$ cat src/rtl/twi_evt_pkg.sv
package twi_evt_pkg;

    typedef enum logic [1:0] {
        ST_IDLE = 2'd0,
        ST_ADDR = 2'd1,
        ST_LIVE = 2'd2
    } phase_t;

    typedef struct packed {
        logic start;
        logic stop;
        logic rise;
        logic low;
    } line_ev_t;

    typedef struct packed {
        logic start;
        logic rstrt_wr;
        logic rstrt_rd;
        logic stop;
        logic timeout;
    } evt_t;

    // Choose the event raised by a matched frame
    function automatic evt_t classify(input logic repeated, input logic rw);
        evt_t e;
        e = '0;
        if (!repeated)
            e.start = 1'b1;
        else if (rw)
            e.rstrt_rd = 1'b1;
        else
            e.rstrt_wr = 1'b1;
        return e;
    endfunction

endpackage

$ cat src/rtl/twi_line_cond.sv
module twi_line_cond
    import twi_evt_pkg::*;
(
    input  logic     clk,
    input  logic     rst,
    input  logic     scl_i,
    input  logic     sda_i,
    output line_ev_t ev_o
);

    logic scl_q;
    logic sda_q;

    always_ff @(posedge clk) begin
        if (rst) begin
            scl_q <= 1'b1;
            sda_q <= 1'b1;
        end else begin
            scl_q <= scl_i;
            sda_q <= sda_i;
        end
    end

    always_comb begin
        ev_o.start = scl_q & scl_i & sda_q & ~sda_i;
        ev_o.stop  = scl_q & scl_i & ~sda_q & sda_i;
        ev_o.rise  = ~scl_q & scl_i;
        ev_o.low   = ~scl_i;
    end

endmodule

$ cat src/rtl/twi_addr_shift.sv
module twi_addr_shift #(
    parameter int FRAME_W = 8
) (
    input  logic               clk,
    input  logic               rst,
    input  logic               clear,
    input  logic               shift_en,
    input  logic               bit_i,
    output logic               done_o,
    output logic [FRAME_W-1:0] frame_o
);

    localparam int CW = $clog2(FRAME_W);

    logic [FRAME_W-1:0] sh;
    logic [CW-1:0]      cnt;
    logic               last;

    assign last    = (cnt == CW'(FRAME_W - 1));
    assign done_o  = shift_en & last;
    assign frame_o = {sh[FRAME_W-2:0], bit_i};

    always_ff @(posedge clk) begin
        if (rst || clear) begin
            sh  <= '0;
            cnt <= '0;
        end else if (shift_en) begin
            sh  <= frame_o;
            cnt <= last ? '0 : cnt + CW'(1);
        end
    end

endmodule

$ cat src/rtl/twi_low_watch.sv
module twi_low_watch #(
    parameter int CNT_W = 16
) (
    input  logic             clk,
    input  logic             rst,
    input  logic             armed,
    input  logic             low,
    input  logic [CNT_W-1:0] limit_i,
    output logic             hit_o
);

    logic [CNT_W-1:0] run;

    assign hit_o = armed & low & (limit_i != '0) & (run == limit_i - CNT_W'(1));

    always_ff @(posedge clk) begin
        if (rst || !armed || !low || hit_o)
            run <= '0;
        else
            run <= run + CNT_W'(1);
    end

    // after a hit the run count starts over
    assert_run_restarts_R8: assert property (@(posedge clk) disable iff (rst)
        hit_o |=> (run == '0));

endmodule

$ cat src/rtl/twi_event_detect.sv
module twi_event_detect
    import twi_evt_pkg::*;
#(
    parameter int ADDR_W = 7,
    parameter int CNT_W  = 16
) (
    input  logic              clk,
    input  logic              rst,
    input  logic              scl_i,
    input  logic              sda_i,
    input  logic [ADDR_W-1:0] own_addr_i,
    input  logic [CNT_W-1:0]  low_limit_i,
    output logic              evt_start_o,
    output logic              evt_rstrt_wr_o,
    output logic              evt_rstrt_rd_o,
    output logic              evt_stop_o,
    output logic              evt_timeout_o
);

    localparam int FRAME_W = ADDR_W + 1;

    line_ev_t           lev;
    logic               done;
    logic [FRAME_W-1:0] frame;
    logic               hit;
    phase_t             phase, phase_n;
    logic               repeated, repeated_n;
    evt_t               evt_q, evt_n;

    twi_line_cond u_line (
        .clk   (clk),
        .rst   (rst),
        .scl_i (scl_i),
        .sda_i (sda_i),
        .ev_o  (lev)
    );

    twi_addr_shift #(.FRAME_W(FRAME_W)) u_shift (
        .clk      (clk),
        .rst      (rst),
        .clear    (lev.start),
        .shift_en ((phase == ST_ADDR) & lev.rise),
        .bit_i    (sda_i),
        .done_o   (done),
        .frame_o  (frame)
    );

    twi_low_watch #(.CNT_W(CNT_W)) u_watch (
        .clk     (clk),
        .rst     (rst),
        .armed   (phase != ST_IDLE),
        .low     (lev.low),
        .limit_i (low_limit_i),
        .hit_o   (hit)
    );

    always_comb begin
        phase_n    = phase;
        repeated_n = repeated;
        evt_n      = '0;
        if (hit) begin
            phase_n       = ST_IDLE;
            evt_n.timeout = 1'b1;
        end else if (lev.start) begin
            repeated_n = (phase == ST_LIVE);
            phase_n    = ST_ADDR;
        end else if (lev.stop) begin
            evt_n.stop = (phase == ST_LIVE);
            phase_n    = ST_IDLE;
        end else if (done) begin
            if (frame[FRAME_W-1:1] == own_addr_i) begin
                phase_n = ST_LIVE;
                evt_n   = classify(repeated, frame[0]);
            end else begin
                phase_n = ST_IDLE;
            end
        end
    end

    always_ff @(posedge clk) begin
        if (rst) begin
            phase    <= ST_IDLE;
            repeated <= 1'b0;
            evt_q    <= '0;
        end else begin
            phase    <= phase_n;
            repeated <= repeated_n;
            evt_q    <= evt_n;
        end
    end

    assign evt_start_o    = evt_q.start;
    assign evt_rstrt_wr_o = evt_q.rstrt_wr;
    assign evt_rstrt_rd_o = evt_q.rstrt_rd;
    assign evt_stop_o     = evt_q.stop;
    assign evt_timeout_o  = evt_q.timeout;

    assert_one_event_R10: assert property (@(posedge clk) disable iff (rst)
        $onehot0({evt_start_o, evt_rstrt_wr_o, evt_rstrt_rd_o, evt_stop_o, evt_timeout_o}));

    assert_start_single_R10: assert property (@(posedge clk) disable iff (rst)
        evt_start_o |=> !evt_start_o);

    assert_start_enters_live_R3: assert property (@(posedge clk) disable iff (rst)
        evt_start_o |-> (phase == ST_LIVE) && !$past(repeated));

    assert_restart_from_addr_R4: assert property (@(posedge clk) disable iff (rst)
        (evt_rstrt_wr_o || evt_rstrt_rd_o) |-> ($past(phase) == ST_ADDR) && $past(repeated));

    assert_stop_from_live_R7: assert property (@(posedge clk) disable iff (rst)
        evt_stop_o |-> (phase == ST_IDLE) && ($past(phase) == ST_LIVE));

    assert_timeout_low_R8: assert property (@(posedge clk) disable iff (rst)
        evt_timeout_o |-> ($past(scl_i) == 1'b0) && ($past(phase) != ST_IDLE) && (phase == ST_IDLE));

    assert_timeout_off_R9: assert property (@(posedge clk) disable iff (rst)
        ($past(low_limit_i) == '0) |-> !evt_timeout_o);

endmodule

$ cat config.mk
export PLATFORM = sky130hd
export DESIGN_NAME = twi_event_detect
export DESIGN_NICKNAME = d
export VERILOG_FILES = /design/src/rtl/twi_evt_pkg.sv /design/src/rtl/twi_line_cond.sv /design/src/rtl/twi_addr_shift.sv /design/src/rtl/twi_low_watch.sv /design/src/rtl/twi_event_detect.sv
export SDC_FILE = /design/constraint.sdc
export NUM_CORES = 1
export LEC_CHECK = 0
export BUFFER_PORTS_ARGS = -buffer_cell sky130_fd_sc_hd__buf_2
export CORE_UTILIZATION = 30
export CTS_CLUSTER_SIZE = 20
export DETAILED_ROUTE_END_ITERATION = 10
export SLEW_MARGIN = 25
export SYNTH_ARGS = -nofsm -noshare
export SYNTH_HDL_FRONTEND = slang
export SYNTH_HIERARCHICAL = 1
export SYNTH_SLANG_ARGS = --single-unit
$ cat constraint.sdc
create_clock -name clk -period 2.45 [get_ports clk]
set_input_delay 0.3675 -clock clk [delete_from_list [all_inputs] [get_ports clk]]
set_output_delay 0.3675 -clock clk [all_outputs]
set_load 0.05 [all_outputs]
==> metrics.txt <==
share of layout cells above drive strength 1=0.240; status=finished, final reports clean; largest net degree at the start of global routing=23; Detail Route Antenna Nets=0; hold path depth=2; asr flop ratio synth=0; leading area contributor after synthesis=dfxtp_1; Hold Path Class=primary input to register; Multi-input gate area=1390 um2; final hold slack=0.318 ns; Ys Warns=6; Mapped Cells=252; Leakage=0.999 nW; Initial Utilization=0.316; Post-synth EDFFs=0; Max Fanout on Critical Path=4; Startpoint Class=register; cts-stage hold buffer count=0; CTS tree=done; top cell type's share of synthesized area=0.331; Worst Tran Pin Value=0.400 ns; WS Path Type=register to register; fill count=747; Area contributors post-synth=dfxtp_1, xnor2_1, xor2_1, nor2_1, mux2i_1; CTS Buf Count=5; GR Util All Layers=0.129; reg-to-reg slack, setup=0.20 ns; post-synthesis sequential area ratio=0.331; Final Hold Fails=0; wire per inst=11.3 um; Post-synth top cells=dfxtp_1, nor2_1, nand2_1; Net count, final=326; WHS Endpoint=evt_rstrt_wr_o; post-synthesis average cell area=8.65 um2; routed vias=1820; CTS Root Cell=clkbuf_8; antenna violations before repair=0; crit path cell chain=xor2_2, xor2_1, o22ai_1, nand2_1, a2111o_1, nor4_4, buf_4, nor2b_1, mux2i_1, nor2_1; Storage cell area=721 um2; count leader, synth=dfxtp_1; Worst-path clk slew=0.07 ns; Post-CTS Setup Inserts=0; Netlist cell types=47; Routed WL=4.45 mm; Power Density=471 nW/um2; FF+latch count, synth=36; Peak VDD IR=0.000385 V; hold_sp=sda_i; ys flop type=dfxtp_1; Final TNS setup=0 ns; final setup fails=0; vias in the first global route=1766; R2R depth=10; worst r2r src=u_watch/run[8]; first-pass GRT wire length=7.65 mm; crit end category=register; max_cap viols=0; die area=7610 um2; DRT iter0 DRCs=72; TritonRoute pass-1 iters=4; RSZ-0062 raised after global routing=no; WP data required=2.62 ns; area of the core=6910 um2; period utilization=0.916; die height=87.2 um; gpl congestion=0.750; area grow syn2layout=21.1%; Vias/cell=4.64; FF-to-FF End=repeated; Pins Over Slew Limit=0; post-cts resize count=0; critical path's largest stage delay=0.45 ns; grt ovf=0; Ports=32; Die X=87.2 um; Critical-path top delay cell=a2111o_1; diodes inserted=0; Skew-Pair Late Insertion Delay=0.29 ns; CP arrival=2.42 ns; port buffer count=31; mapped cell area=2180 um2; # rows=30; CTS sink cnt=36; H-tree depth=2; Residual DRC=0; CTS Buffer Depth=2; clk_skew=0.00783 ns; min Tclk post-route=2.25 ns; syn nets=283; dpl hpwl=3.34 mm; Slew HR=0.733; fmax=0.445 GHz
worst max-delay path, delay by kind of cell, from the launching register on:
family	cells	cell delay (ns)
AOI/OAI and AO/OA	2	0.65
DFF	1	0.42
and+or+nand+nor	4	0.40
xor gates and xnor gates	2	0.32
buffers and inverters	1	0.17
muxes	1	0.16
final cells by class:
class | instances | area share
clock inverter | 2 | 0.0133
timing repair buffer | 48 | 0.107
tap | 96 | 0.0455
multi-input combinational | 200 | 0.528
inverter | 4 | 0.00569
sequential | 36 | 0.273
clock buffer | 6 | 0.0275
flip-flops by register name, indices dropped and copies added, names as in the netlist:
signal,flops
u_line/scl_q,1
u_shift/sh,7
evt_rstrt_rd_o,1
u_watch/run,16
phase,2
u_line/sda_q,1
repeated,1
evt_start_o,1
evt_timeout_o,1
evt_stop_o,1
evt_rstrt_wr_o,1
u_shift/cnt,3
per-stage QoR:
stage / setup WS [ns] / util / cells / cell area (um2) / power, mW
floorplan: 0.000150 / - / 252 / 2200 / 0.685
global placement: -0.0784 / 0.365 / 384 / 2520 / 0.743
detailed placement: -0.0697 / 0.365 / 384 / 2520 / 0.745
CTS: 0.166 / 0.381 / 392 / 2630 / 1.26
global route: 0.0364 / 0.382 / 392 / 2640 / 1.30
finish: 0.205 / 0.382 / 392 / 2640 / 1.24
layout by cell type, fill, tap and decap left out, types with 3 or more instances in the layout:
cell and count:
a21oi_1 7, nor4_1 13, nand2_1 24, nor2_1 34, clkbuf_8 5, dfxtp_1 36, xnor2_1 21, nor3_1 7
mux2i_1 11, buf_2 31, ha_1 4, nand3_1 6, inv_1 4, nand4_1 4, or2_1 3, nor2b_1 4
buf_4 17, o21ai_0 3, nand2b_1 4, xor2_1 20
cell families after synthesis:
| group | count (synthesis) | share of synthesized area |
|---|---|---|
| buffers and inverters | 16 | 0.0413 |
| XOR/XNOR | 42 | 0.169 |
| AND/OR/NAND/NOR | 122 | 0.319 |
| adder cells (fa/ha/maj) | 4 | 0.0230 |
| multiplexers | 12 | 0.0557 |
| AO/OA/AOI/OAI | 20 | 0.0614 |
| flip-flops | 36 | 0.331 |
report_power, final:
part	internal, mW	total, mW	switching [mW]
logic	0.0667	0.141	0.0740
clock network	0.302	0.512	0.210
registers	0.588	0.591	0.00255
total	0.957	1.24	0.287
worst max-delay path by stage:
stage / start / endpoint / slack (ns) / depth (start not counted)
after floorplan: low_limit_i[3] / repeated / 0.0002 / 10
after global placement: low_limit_i[4] / evt_rstrt_rd_o / -0.08 / 11
after detailed placement: low_limit_i[10] / repeated / -0.07 / 11
after CTS: u_watch/run[8] / repeated / 0.17 / 10
after global routing: u_watch/run[8] / repeated / 0.04 / 10
final: u_watch/run[8] / repeated / 0.20 / 10
routing by layer:
metal  vias to the layer above  wire length [um]  track usage  part of all wire
met4                         0                48       0.0417             0.011
met2                        36              2050        0.213              0.46
met3                         5               181       0.0313             0.041
li1                        957                 -            -                 -
met5                         -                 0            0                 0
met1                       822              2170        0.164              0.49
No activity file was read; power rests on OpenSTA's default activity.
